===== src/rtl/rstc_pkg.sv =====
package rstc_pkg;
  localparam int DATA_W    = 32;
  localparam int WE_SHIFT  = 16;
  localparam int CPU_RST_B = 0;
  localparam int CPU_FLU_B = 4;
  localparam int CPU_DON_B = 12;
  localparam int HW_DON_LSB = 28;

  typedef enum logic [2:0] {
    SEL_NONE,
    SEL_CPUA,
    SEL_CPUB,
    SEL_HW,
    SEL_SW
  } regSel_e;

  typedef struct packed {
    logic              wrCpuA;
    logic              wrCpuB;
    logic              wrHw;
    logic              wrSw;
    regSel_e           rdSel;
    logic [DATA_W-1:0] wdata;
  } strobe_t;
endpackage


===== src/rtl/rstc_ctrl.sv =====
module rstc_ctrl
  import rstc_pkg::*;
#(
  parameter int ADDR_W   = 8,
  parameter int OFS_CPUA = 'h00,
  parameter int OFS_CPUB = 'h04,
  parameter int OFS_HW   = 'h08,
  parameter int OFS_SW   = 'h0C
) (
  input  logic              clk,
  input  logic              rstN,
  input  logic              busSel,
  input  logic              busWe,
  input  logic [ADDR_W-1:0] busAddr,
  input  logic [DATA_W-1:0] busWdata,
  output strobe_t           strb
);
  regSel_e hit;

  always_comb begin
    if (busAddr == ADDR_W'(OFS_CPUA))      hit = SEL_CPUA;
    else if (busAddr == ADDR_W'(OFS_CPUB)) hit = SEL_CPUB;
    else if (busAddr == ADDR_W'(OFS_HW))   hit = SEL_HW;
    else if (busAddr == ADDR_W'(OFS_SW))   hit = SEL_SW;
    else                                   hit = SEL_NONE;
  end

  always_comb begin
    strb.rdSel  = hit;
    strb.wdata  = busWdata;
    strb.wrCpuA = busSel && busWe && (hit == SEL_CPUA);
    strb.wrCpuB = busSel && busWe && (hit == SEL_CPUB);
    strb.wrHw   = busSel && busWe && (hit == SEL_HW);
    strb.wrSw   = busSel && busWe && (hit == SEL_SW);
  end

  // at most one word is written per access
  a_r10_one_target: assert property (@(posedge clk) disable iff (!rstN)
    $onehot0({strb.wrCpuA, strb.wrCpuB, strb.wrHw, strb.wrSw}));
endmodule


===== src/rtl/rstc_pulse.sv =====
module rstc_pulse #(
  parameter int LEN = 8
) (
  input  logic clk,
  input  logic rstN,
  input  logic startI,
  output logic activeO,
  output logic endO
);
  localparam int CW = $clog2(LEN + 1);

  logic [CW-1:0] cnt;

  always_ff @(posedge clk or negedge rstN) begin
    if (!rstN)                  cnt <= '0;
    else if (cnt != '0)         cnt <= cnt - 1'b1;
    else if (startI)            cnt <= CW'(LEN);
  end

  assign activeO = (cnt != '0);
  assign endO    = (cnt == CW'(1));

  // a running pulse is not cut short by any input
  a_r11_no_abort: assert property (@(posedge clk) disable iff (!rstN)
    (activeO && !endO) |=> activeO);
  // a pulse only begins from idle on a start request
  a_r3_start_only: assert property (@(posedge clk) disable iff (!rstN)
    (!activeO && !startI) |=> !activeO);
endmodule


===== src/rtl/rstc_dp.sv =====
module rstc_dp
  import rstc_pkg::*;
#(
  parameter int PULSE_LEN   = 8,
  parameter int N_HW        = 3,
  parameter int N_SW        = 8,
  parameter int SW_HIGH_IDX = 7
) (
  input  logic              clk,
  input  logic              rstN,
  input  strobe_t           strb,
  output logic [DATA_W-1:0] rdata,
  output logic              cpuAResetO,
  output logic              cpuAFlushO,
  output logic              cpuBResetO,
  output logic              cpuBFlushO,
  output logic [N_HW-1:0]   hwResetO,
  output logic [N_SW-1:0]   swResetO
);
  localparam logic [N_SW-1:0] SW_INIT = {N_SW{1'b1}} & ~(N_SW'(1) << SW_HIGH_IDX);

  logic [DATA_W-1:0] wd;
  assign wd = strb.wdata;

  // guarded bit: acted on only with its enable in the upper half
  function automatic logic gbit(input logic [DATA_W-1:0] d, input int n);
    return d[n] && d[n + WE_SHIFT];
  endfunction

  // ---------------- self-timed core word ----------------
  logic cpuAEnd, cpuADone, flushAEnd, flushBEnd;

  rstc_pulse #(.LEN(PULSE_LEN)) u_cpuA (
    .clk(clk), .rstN(rstN),
    .startI(strb.wrCpuA && gbit(wd, CPU_RST_B)),
    .activeO(cpuAResetO), .endO(cpuAEnd));

  rstc_pulse #(.LEN(PULSE_LEN)) u_flushA (
    .clk(clk), .rstN(rstN),
    .startI(strb.wrCpuA && gbit(wd, CPU_FLU_B)),
    .activeO(cpuAFlushO), .endO(flushAEnd));

  always_ff @(posedge clk or negedge rstN) begin
    if (!rstN)                                   cpuADone <= 1'b0;
    else if (cpuAEnd)                            cpuADone <= 1'b1;
    else if (strb.wrCpuA && gbit(wd, CPU_DON_B)) cpuADone <= 1'b0;
  end

  // ---------------- software-held core word ----------------
  logic cpuBRst, cpuBDone;
  logic cpuBRelease;

  assign cpuBRelease = strb.wrCpuB && wd[CPU_RST_B + WE_SHIFT] && !wd[CPU_RST_B] && cpuBRst;

  always_ff @(posedge clk or negedge rstN) begin
    if (!rstN)                                        cpuBRst <= 1'b0;
    else if (strb.wrCpuB && wd[CPU_RST_B + WE_SHIFT]) cpuBRst <= wd[CPU_RST_B];
  end

  always_ff @(posedge clk or negedge rstN) begin
    if (!rstN)                                   cpuBDone <= 1'b0;
    else if (cpuBRelease)                        cpuBDone <= 1'b1;
    else if (strb.wrCpuB && gbit(wd, CPU_DON_B)) cpuBDone <= 1'b0;
  end

  assign cpuBResetO = cpuBRst;

  rstc_pulse #(.LEN(PULSE_LEN)) u_flushB (
    .clk(clk), .rstN(rstN),
    .startI(strb.wrCpuB && gbit(wd, CPU_FLU_B)),
    .activeO(cpuBFlushO), .endO(flushBEnd));

  // ---------------- peripheral pulse word ----------------
  logic [N_HW-1:0] hwEnd, hwDone;

  for (genvar i = 0; i < N_HW; i++) begin : g_hw
    rstc_pulse #(.LEN(PULSE_LEN)) u_hw (
      .clk(clk), .rstN(rstN),
      .startI(strb.wrHw && wd[i]),
      .activeO(hwResetO[i]), .endO(hwEnd[i]));

    always_ff @(posedge clk or negedge rstN) begin
      if (!rstN)                                  hwDone[i] <= 1'b0;
      else if (hwEnd[i])                          hwDone[i] <= 1'b1;
      else if (strb.wrHw && wd[HW_DON_LSB + i])   hwDone[i] <= 1'b0;
    end

    // a flag rises only as its own line drops
    a_r7_hw_done_at_end: assert property (@(posedge clk) disable iff (!rstN)
      $rose(hwDone[i]) |-> $fell(hwResetO[i]));
  end

  // ---------------- peripheral hold word ----------------
  logic [N_SW-1:0] swBits;

  always_ff @(posedge clk or negedge rstN) begin
    if (!rstN)          swBits <= SW_INIT;
    else if (strb.wrSw) swBits <= wd[N_SW-1:0];
  end

  for (genvar j = 0; j < N_SW; j++) begin : g_sw
    if (j == SW_HIGH_IDX) begin : g_hi
      assign swResetO[j] = swBits[j];
    end else begin : g_lo
      assign swResetO[j] = !swBits[j];
    end
  end

  // ---------------- readback ----------------
  always_comb begin
    rdata = '0;
    case (strb.rdSel)
      SEL_CPUA: begin
        rdata[CPU_RST_B] = cpuAResetO;
        rdata[CPU_FLU_B] = cpuAFlushO;
        rdata[CPU_DON_B] = cpuADone;
      end
      SEL_CPUB: begin
        rdata[CPU_RST_B] = cpuBRst;
        rdata[CPU_FLU_B] = cpuBFlushO;
        rdata[CPU_DON_B] = cpuBDone;
      end
      SEL_HW: begin
        rdata[N_HW-1:0]                = hwResetO;
        rdata[HW_DON_LSB +: N_HW]      = hwDone;
      end
      SEL_SW:  rdata[N_SW-1:0] = swBits;
      default: rdata = '0;
    endcase
  end

  logic unusedEnds;
  assign unusedEnds = flushAEnd ^ flushBEnd;

  // core completion flag appears only as the core line drops
  a_r4_cpua_done_at_end: assert property (@(posedge clk) disable iff (!rstN)
    $rose(cpuADone) |-> $fell(cpuAResetO));
  // held core line ignores writes lacking its enable bit
  a_r2_cpub_guard: assert property (@(posedge clk) disable iff (!rstN)
    (strb.wrCpuB && !wd[CPU_RST_B + WE_SHIFT]) |=> $stable(cpuBRst));
  // held core flag rises only on release of the line
  a_r6_cpub_done_on_release: assert property (@(posedge clk) disable iff (!rstN)
    $rose(cpuBDone) |-> $fell(cpuBRst));
  // hold word changes only when written
  a_r9_sw_hold: assert property (@(posedge clk) disable iff (!rstN)
    !strb.wrSw |=> $stable(swBits));
  // flush activity never disturbs the core flag
  a_r5_flush_no_done: assert property (@(posedge clk) disable iff (!rstN)
    (!cpuAEnd && !strb.wrCpuA) |=> $stable(cpuADone));
endmodule


===== src/rtl/rstc_top.sv =====
module rstc_top
  import rstc_pkg::*;
#(
  parameter int ADDR_W      = 8,
  parameter int PULSE_LEN   = 8,
  parameter int N_HW        = 3,
  parameter int N_SW        = 8,
  parameter int SW_HIGH_IDX = 7
) (
  input  logic              clk,
  input  logic              rstN,
  input  logic              busSel,
  input  logic              busWe,
  input  logic [ADDR_W-1:0] busAddr,
  input  logic [31:0]       busWdata,
  output logic [31:0]       busRdata,
  output logic              cpuAResetO,
  output logic              cpuAFlushO,
  output logic              cpuBResetO,
  output logic              cpuBFlushO,
  output logic [N_HW-1:0]   hwResetO,
  output logic [N_SW-1:0]   swResetO
);
  strobe_t strb;

  rstc_ctrl #(.ADDR_W(ADDR_W)) u_ctrl (
    .clk(clk), .rstN(rstN), .busSel(busSel), .busWe(busWe),
    .busAddr(busAddr), .busWdata(busWdata), .strb(strb));

  rstc_dp #(
    .PULSE_LEN(PULSE_LEN), .N_HW(N_HW), .N_SW(N_SW), .SW_HIGH_IDX(SW_HIGH_IDX)
  ) u_dp (
    .clk(clk), .rstN(rstN), .strb(strb), .rdata(busRdata),
    .cpuAResetO(cpuAResetO), .cpuAFlushO(cpuAFlushO),
    .cpuBResetO(cpuBResetO), .cpuBFlushO(cpuBFlushO),
    .hwResetO(hwResetO), .swResetO(swResetO));
endmodule


===== config.mk =====
export PLATFORM = sky130hd
export DESIGN_NAME = rstc_top
export DESIGN_NICKNAME = d
export VERILOG_FILES = /design/src/rtl/rstc_pkg.sv /design/src/rtl/rstc_ctrl.sv /design/src/rtl/rstc_pulse.sv /design/src/rtl/rstc_dp.sv /design/src/rtl/rstc_top.sv
export SDC_FILE = /design/constraint.sdc
export NUM_CORES = 1
export LEC_CHECK = 0
export ABC_AREA = 1
export BUFFER_PORTS_ARGS = -buffer_cell sky130_fd_sc_hd__buf_2
export CAP_MARGIN = 20
export CORE_UTILIZATION = 32
export CTS_CLUSTER_DIAMETER = 50
export DETAILED_ROUTE_END_ITERATION = 16
export GPL_TIMING_DRIVEN = 0
export SLEW_MARGIN = 20
export SYNTH_ARGS = -nofsm -noshare
export SYNTH_HDL_FRONTEND = slang
export SYNTH_SLANG_ARGS = --single-unit

===== constraint.sdc =====
create_clock -name clk -period 1.42 [get_ports clk]
set_input_delay 0.071 -clock clk [delete_from_list [all_inputs] [get_ports clk]]
set_output_delay 0.071 -clock clk [all_outputs]
set_load 0.02 [all_outputs]

# == Word level (Yosys, flattened, before mapping) ==
# Index checks and enable logic that the tools add are counted.
# word_totals
elab_cells,111
out_inout_bits,47
register_bits,38
# classes
n_eq_ne,11
addsub,6
muxes,33
reduce_logical,48
# ops
operator,count
two-way mux 4 bit,12
nonzero test 4 bit,6
"subtractor 4 x 1 -> 4 bit, second input constant",6
logical AND 1 bit,22
nonzero test 2 bit,11
two-way mux 3 bit,6
"equality test 4 x 1 -> 1 bit, second input constant",4
"equality test 8 x 4 -> 1 bit, second input constant",2
two-way mux 1 bit,11
"equality test 8 x 3 -> 1 bit, second input constant",1
logical NOT 1 bit,8
logical NOT 8 bit,1
"equality test 3 x 2 -> 1 bit, second input constant",2
case mux 1 bit (4 select lines),1
case mux 2 bit (2 select lines),1
"equality test 3 x 1 -> 1 bit, second input constant",1
"equality test 3 bit, second input constant",1
case mux 1 bit (3 select lines),1
case mux 1 bit (2 select lines),1

# == Longest topological paths before layout ==
# Gate-level depths: netlist of the first run.
# depth
word_depth,11
mapped_depth,8

# == Hierarchy ==
# A second synthesis of the first run with hierarchy kept.
# hier_totals
cells_unflattened,340
hier_area_um2,2424.8
# modules_own_cells
mod,n_inst,cells_each,area_per_inst_um2,seq_area_each_um2
rstc_pulse,6,25,187.7,100.1
rstc_dp,1,127,938.4,359.1
rstc_ctrl,1,63,360.3,0.0

# == Worst setup path before layout of the first run ==
# OpenSTA, ideal clock, no wires.
# synth_timing
path_type,register to output
start,reg u_dp.u_flushB.cnt[3]
end,out busRdata[4]
stages_incl_launch_ff,6
path_slack_ns,0.174
arrival_time_ns,1.175
path_buffers,0
path_cell_list,dfrtp_1 or2_2 nor2_4 inv_1 nand2_1 o211ai_1
# synth_between
elab_chain_len,2
# synth_rtl
element,line,source
"start, declared",rstc_pulse.sv:12,logic [CW-1:0] cnt;
"start signal, assigned",rstc_pulse.sv:16,else if (cnt != '0) cnt <= cnt - 1'b1;
"start signal, assigned",rstc_pulse.sv:17,else if (startI) cnt <= CW'(LEN);
nonzero test 4 bit,rstc_pulse.sv:20,assign activeO = (cnt != '0);
named net cpuBFlushO,rstc_top.sv:20,"output logic cpuBFlushO,"
case mux 1 bit (3 select lines),rstc_dp.sv:112,case (strb.rdSel)
"end, declared",rstc_top.sv:16,"output logic [31:0] busRdata,"
# The timed path passes the listed nets, and every way through them passes these cells.

# == Worst setup path in the final report of the first run ==
# layout_timing
start,reg u_dp.u_flushB.cnt[3]
end,out busRdata[4]
# layout_between
elab_chain_len,2
# layout_rtl
element,line
nonzero test 4 bit,rstc_pulse.sv:20
case mux 1 bit (3 select lines),rstc_dp.sv:112
# No other way between the ends.

==> results.sh, run 1 <==
export IMPL_vias_per_cell=4.23
export IMPL_crit_start="u_dp.u_flushB.cnt[3]"
export IMPL_path_buf_inv=2
export IMPL_start_util_pct=33.2
export IMPL_grt_overflow=0
export IMPL_synth_area_sq_um=2120
export IMPL_p_per_area_nw_per_um2=1200
export IMPL_portBuffers=52
export IMPL_layout_nets=407
export IMPL_crit_path_start_kind="flip-flop"
export IMPL_die_y_um=83.4
export IMPL_layout_common_cells="nand2_1, buf_2, buf_4, inv_1, dfrtp_1"
export IMPL_place_hpwl_um=3320
export IMPL_routedWlPerCell_um=10.3
export IMPL_area_growth_pct=33.6
export IMPL_vias=1867
export IMPL_cts_htree_levels=2
export IMPL_grt_antenna_before_repair=0
export IMPL_yosys_cell_types_count=28
export IMPL_slew_limit_headroom_pct=43.2
export IMPL_drc=0
export IMPL_power_leakage_uw=0.00159
export IMPL_run_status="finished, violations left"
export IMPL_cpLargestDelayFamily="simple AND/OR/NAND/NOR gates"
export IMPL_ant_nets=0
export IMPL_grt_max_degree=39
export IMPL_core_area_sq_um=6390
export IMPL_path_class="reg2out"
export IMPL_path_depth=6
export IMPL_grt_pass1_wl_um=7920
export IMPL_period_share_pct=105
export IMPL_wl_um=4560
export IMPL_numClockSinks=38
export IMPL_endpoint="busRdata[4]"
export IMPL_clock_path_buffers=2
export IMPL_hp_class="in2reg"
export IMPL_die_w_um=83.4
export IMPL_p_total_uw=3410
export IMPL_tightest_slew_ns=0.851
export IMPL_drv_cap=0
export IMPL_r2r_slack_ns=0.30
export IMPL_setup_slack_ns=-0.0677
export IMPL_fin_crit_ns=1.49
export IMPL_numCtsBuffers=5
export IMPL_diodes=0
export IMPL_clock_latency_ns=0.29
export IMPL_worstReg2RegEnd="u_dp.g_hw[2].u_hw.cnt[3]"
export IMPL_ios=91
export IMPL_die_area_sq_um=6950
export IMPL_drt_pass1_iter_count=4
export IMPL_cp_data_arrival_time_ns=1.42
export IMPL_clk_pin_slew_ns=0.07
export IMPL_floorplan_rows=29
export IMPL_slowest_delay_ns=0.38
export IMPL_timing_rr_start="u_dp.g_hw[2].u_hw.cnt[2]"
export IMPL_slowest_stage="dfrtp_1"
export IMPL_grt_usage_pct=14.2
export IMPL_violations="setup timing"
export IMPL_fmax_mhz=672
export IMPL_mostFrequentLayoutCell="nand2_1"
export IMPL_worst_r2r_cell_count=5
export IMPL_cts_root_buf="clkbuf_8"
export IMPL_crit_path_cell_trace="or2_4 -> nor2_4 -> inv_2 -> nand2_1 -> o211ai_1 -> buf_4"
export IMPL_synth_cells=270
export IMPL_endpoint_kind="output port"
export IMPL_setup_viol=1
export IMPL_hold_violations=0
export IMPL_drive_gt1_share_pct=39.0
export IMPL_tritoncts="yes"
export IMPL_synth_seq_area_share_pct=45.3
export IMPL_drv_slew=0
export IMPL_fin_skew_ns=0.00869
export IMPL_ir_worst_vdd_mv=0.581
export IMPL_rsz0062_at_grt="true"
export IMPL_ys_warn_count=0
export IMPL_syn_avg_cell_area_sq_um=7.85
export IMPL_path_max_fanout=2
export IMPL_drt_iter0_drc=66
export IMPL_grt_pass1_vias=1839
export IMPL_post_place_ws_ns=0.123
export IMPL_synth_seq_cells=38
export IMPL_gp_congestion=0.824
export IMPL_worstPathRequired_ns=1.35
==> routing by layer <==
metal	wire, um	global-route usage, %	part of all wire, %	vias to the layer above
met1	2020	17.3	44	850
li1	-	-	-	969
met2	2290	25.1	50	43
met4	41	4.70	0.90	0
met3	214	2.58	4.7	5
met5	0	0	0	-
==> logic make-up (layout without fill, tap and decap cells) <==
logic type             after synthesis  in the layout  share of synthesized area [%]
other                                1             20                          0.177
buffers and inverters               69            144                           17.2
AND/OR/NAND/NOR                    134            134                           30.3
AO/OA/AOI/OAI                       28             28                           7.02
flip-flops                          38             38                           45.3
==> cell usage after synthesis <==
cell type | number | share of area (%)
nand4_1 | 2 | 0.59
o211ai_1 | 1 | 0.35
nand3_2 | 1 | 0.47
o21ai_0 | 10 | 2.4
o21ai_1 | 7 | 1.7
conb_1 | 1 | 0.18
inv_2 | 2 | 0.35
nand2_2 | 5 | 1.5
nand2_8 | 1 | 0.94
nor2_2 | 1 | 0.30
a21oi_1 | 7 | 1.7
nand2_4 | 1 | 0.53
dfrtp_1 | 31 | 37
o22ai_1 | 2 | 0.59
nand3b_1 | 1 | 0.35
buf_4 | 25 | 8.9
nor2_8 | 1 | 0.94
nand3_1 | 18 | 4.3
nor2_1 | 30 | 5.3
clkinv_8 | 1 | 0.77
nand2_1 | 64 | 11
or2_1 | 1 | 0.30
dfstp_2 | 7 | 8.7
o21ai_2 | 1 | 0.41
inv_1 | 41 | 7.3
nor3_2 | 1 | 0.47
or2_2 | 3 | 0.89
nor2_4 | 4 | 2.1
==> final cells by class <==
cell class / count / area, sq um
repair buffers: 69 / 422
flip-flops and latches: 38 / 960
fillers: 647 / 3550
multi-input cells: 182 / 922
clock buffers: 6 / 72.6
clock inverters: 2 / 10.0
well taps: 77 / 96.3
plain buffers: 23 / 173
inverters: 44 / 178
==> worst min path at each step <==
| stage | startpoint | end | slack (ns) | cells past startpoint |
|---|---|---|---|---|
| floorplan | rstN | u_dp.cpuADone | -0.22 | 0 |
| global placement | rstN | u_dp.hwDone[1] | 0.24 | 1 |
| detailed placement | rstN | u_dp.hwDone[2] | 0.24 | 1 |
| CTS | busWdata[6] | u_dp.swBits[6] | 0.0007 | 3 |
| global route | busWdata[1] | u_dp.swBits[1] | 0.01 | 3 |
| finish | busWdata[6] | u_dp.swBits[6] | 0.004 | 3 |
==> worst min-delay path: stages <==
cell and delay (ns):
buf_2 0.10, nand3_1 0.07, nand2_1 0.05
==> sequential cells by signal, indices dropped and copies added (netlist names), 3 cells and up <==
register,flops
u_dp.g_hw.u_hw.cnt,12
u_dp.hwDone,3
u_dp.swBits,8
u_dp.u_cpuA.cnt,4
u_dp.u_flushA.cnt,4
u_dp.u_flushB.cnt,4
==> timing repair <==
item / 4_1_cts / 5_1_grt
setup endpoints to repair: 9 / 7
buffers inserted: 10 / 4
resized for setup: 19 / 13
pin swaps: 9 / 9
hold endpoints to repair: 33 / 0
hold buffers: 3 / 0
==> metrics by stage <==
stage                     hold WS, ns  cell area (sq um)  cells  utilization, %  TNS [ns]
final                         0.00428               2830    441            44.4   -0.0677
after global routing           0.0112               2830    441            44.4    -0.202
after CTS                    0.000745               2780    438            43.5    -0.132
after detailed placement        0.236               2550    418            39.9         0
after global placement          0.238               2550    418            39.9         0
after floorplan                -0.225               2190    289               -         0
==> report_power, final <==
group | switching (uW) | total [uW] | leakage (uW) | internal [uW]
Clock | 376 | 716 | 0.0000450 | 340
Combinational | 740 | 1360 | 0.00107 | 618
Sequential | 106 | 1340 | 0.000470 | 1230
(Power assumes the default switching activity.)
==> run 2, diff against run 1 <==
Settings changed: CORE_ASPECT_RATIO from default to 1.25, CORE_UTILIZATION 32 to 33.
==> run 2 against run 1 <==
Compared with the run above: the run still ends with setup timing left; global-route usage up 1.6 points; critical path depth unchanged; combinational power up 15%; setup slack better by 0.016 ns; design area up 4.5%.
==> results.sh, run 2 (synthesized netlist as in run 1, its figures left out) <==
export IMPL_placed_cell_area_sq_um=2560
export IMPL_grt_pass1_vias=1827
export IMPL_slew_limit_headroom_pct=41.5
export IMPL_mostFrequentLayoutCell="nand2_1"
export IMPL_p_per_area_nw_per_um2=1230
export IMPL_timing_rr_start="u_dp.u_flushB.cnt[3]"
export IMPL_hp_class="in2reg"
export IMPL_fin_skew_ns=0.00814
export IMPL_setup_slack_ns=-0.0518
export IMPL_clock_path_buffers=2
export IMPL_start_util_pct=34.2
export IMPL_drt_pass1_iter_count=4
export IMPL_hold_start="busWdata[7]"
export IMPL_p_comb_share_pct=43.3
export IMPL_layout_nets=419
export IMPL_period_share_pct=104
export IMPL_path_max_fanout=2
export IMPL_drt_iter0_drc=69
export IMPL_fin_crit_ns=1.47
export IMPL_gp_congestion=0.766
export IMPL_grt_overflow=0
export IMPL_p_sw_share_pct=35.7
export IMPL_hold_violations=0
export IMPL_drv_slew=0
export IMPL_tritoncts="yes"
export IMPL_power_switching_uw=1300
export IMPL_final_util_pct=47.7
export IMPL_ios=91
export IMPL_run_status="finished, violations left"
export IMPL_worstPathRequired_ns=1.35
export IMPL_internal_power_uw=2340
export IMPL_crit_path_start_kind="flip-flop"
export IMPL_vias=1943
export IMPL_multiInputGateArea_sq_um=931
export IMPL_worstReg2RegEnd="u_dp.u_flushB.cnt[3]"
export IMPL_fmax_mhz=679
export IMPL_tightest_slew_ns=0.878
export IMPL_cts_htree_levels=2
export IMPL_finish_instance_area_sq_um=2960
export IMPL_power_leakage_uw=0.00166
export IMPL_drive_gt1_share_pct=41.5
export IMPL_routedWlPerCell_um=10.8
export IMPL_regMostFlops="u_dp.g_hw.u_hw.cnt"
export IMPL_diodes=0
export IMPL_fillers=608
export IMPL_endpoint_kind="output port"
export IMPL_seq_power_share_pct=36.9
export IMPL_violations="setup timing"
export IMPL_setup_viol=1
export IMPL_worstHoldPathCells=3
export IMPL_cts_root_buf="clkbuf_8"
export IMPL_wl_um=4990
export IMPL_portBuffers=52
export IMPL_drv_cap=0
export IMPL_numCtsBuffers=5
export IMPL_drc=0
export IMPL_rsz0062_at_grt="true"
export IMPL_die_y_um=91.6
export IMPL_grt_max_degree=39
export IMPL_met3_length_um=241
export IMPL_area_growth_pct=39.7
export IMPL_grt_pass1_wl_um=8100
export IMPL_ant_nets=0
export IMPL_worst_r2r_cell_count=7
export IMPL_clock_latency_ns=0.29
export IMPL_numClockSinks=38
export IMPL_core_area_sq_um=6210
export IMPL_cp_data_arrival_time_ns=1.40
export IMPL_die_area_sq_um=6750
export IMPL_top_layer="met4"
export IMPL_register_area_sq_um=960
export IMPL_p_clk_share_pct=19.9
export IMPL_hold_ws_ns=0.00814
export IMPL_place_hpwl_um=3510
export IMPL_r2r_slack_ns=0.17
export IMPL_wl_met1_um=2040
export IMPL_post_place_ws_ns=0.158
export IMPL_ir_worst_vdd_mv=0.639
export IMPL_floorplan_rows=32
export IMPL_clk_pin_slew_ns=0.08
export IMPL_path_class="reg2out"
export IMPL_die_w_um=73.7
export IMPL_reg_top3="u_dp.g_hw.u_hw.cnt (12), u_dp.swBits (8)"
export IMPL_vias_per_cell=4.21
export IMPL_largest_reg_flops=12
export IMPL_layout_common_cells="nand2_1, buf_4, buf_2, inv_1, dfrtp_1"
export IMPL_routed_wl_met2_um=2560
export IMPL_grt_antenna_before_repair=0
export IMPL_grt_usage_pct=15.7
export IMPL_holdPathEnd="u_dp.swBits[7]"
run 2: cell types whose count changed in the layout (fill, tap and decap cells not counted), sizes merged:
cell	delta
buf	+10
dlygate4sd3	+2
run 2: routing by layer:
layer  track usage [%]  vias up
met4              5.93        0
li1                  -      993
met3              4.11       12
met2              28.0       47
met1              17.4      891
met5                 0        -
run 2: critical path, cell delays in order (launching register included):
cell	delay (ns)
dfrtp_1	0.38
or2_4	0.27
nor2_4	0.11
inv_2	0.05
nand2_2	0.05
o211ai_1	0.08
buf_4	0.17
run 2: how the worst max path moves through the flow:
stage                             startpoint           to  slack, ns  cells after the start
finish                  u_dp.u_flushB.cnt[3]  busRdata[4]      -0.05                      6
global route            u_dp.u_flushB.cnt[3]  busRdata[4]      -0.11                      6
CTS                     u_dp.u_flushB.cnt[2]  busRdata[4]      -0.08                      6
detailed placement      u_dp.u_flushB.cnt[2]  busRdata[4]       0.16                      6
global placement    u_dp.g_hw[2].u_hw.cnt[3]  hwResetO[2]       0.14                      5
floorplan               u_dp.u_flushB.cnt[3]  busRdata[4]       0.17                      5
run 2: per-stage QoR:
step                std cells  setup TNS, ns  power [uW]
floorplan                 289              0        2060
global placement          426              0        2300
detailed placement        426              0        2330
CTS                       452         -0.129        3480
global route              461         -0.191        3860
finish                    461        -0.0518        3640
run 2: area by class of cell:
type	instances	area share (%)
well taps	85	3.59
multi-input cells	182	31.4
inverters	44	6.00
plain buffers	23	5.83
repair buffers	81	17.9
clock inverters	2	0.338
clock buffers	6	2.45
flip-flops and latches	38	32.4
run 2: what timing repair did:
| item | 4_1_cts | 5_1_grt |
|---|---|---|
| buffers inserted | 14 | 10 |
| pin swaps | 8 | 7 |
| gates cloned | 0 | 0 |
| endpoints found under the hold margin | 35 | 0 |
| hold buffers | 5 | 0 |
| endpoints found under the setup margin | 8 | 7 |
| gates resized for setup | 22 | 18 |
run 2: power by group through the flow:
stage,sequential (uW),combinational (uW),clock [uW]
finish,1340,1570,722
global route,1350,1710,790
CTS,1330,1410,744
detailed placement,1350,978,0
global placement,1340,961,0
floorplan,1320,737,0
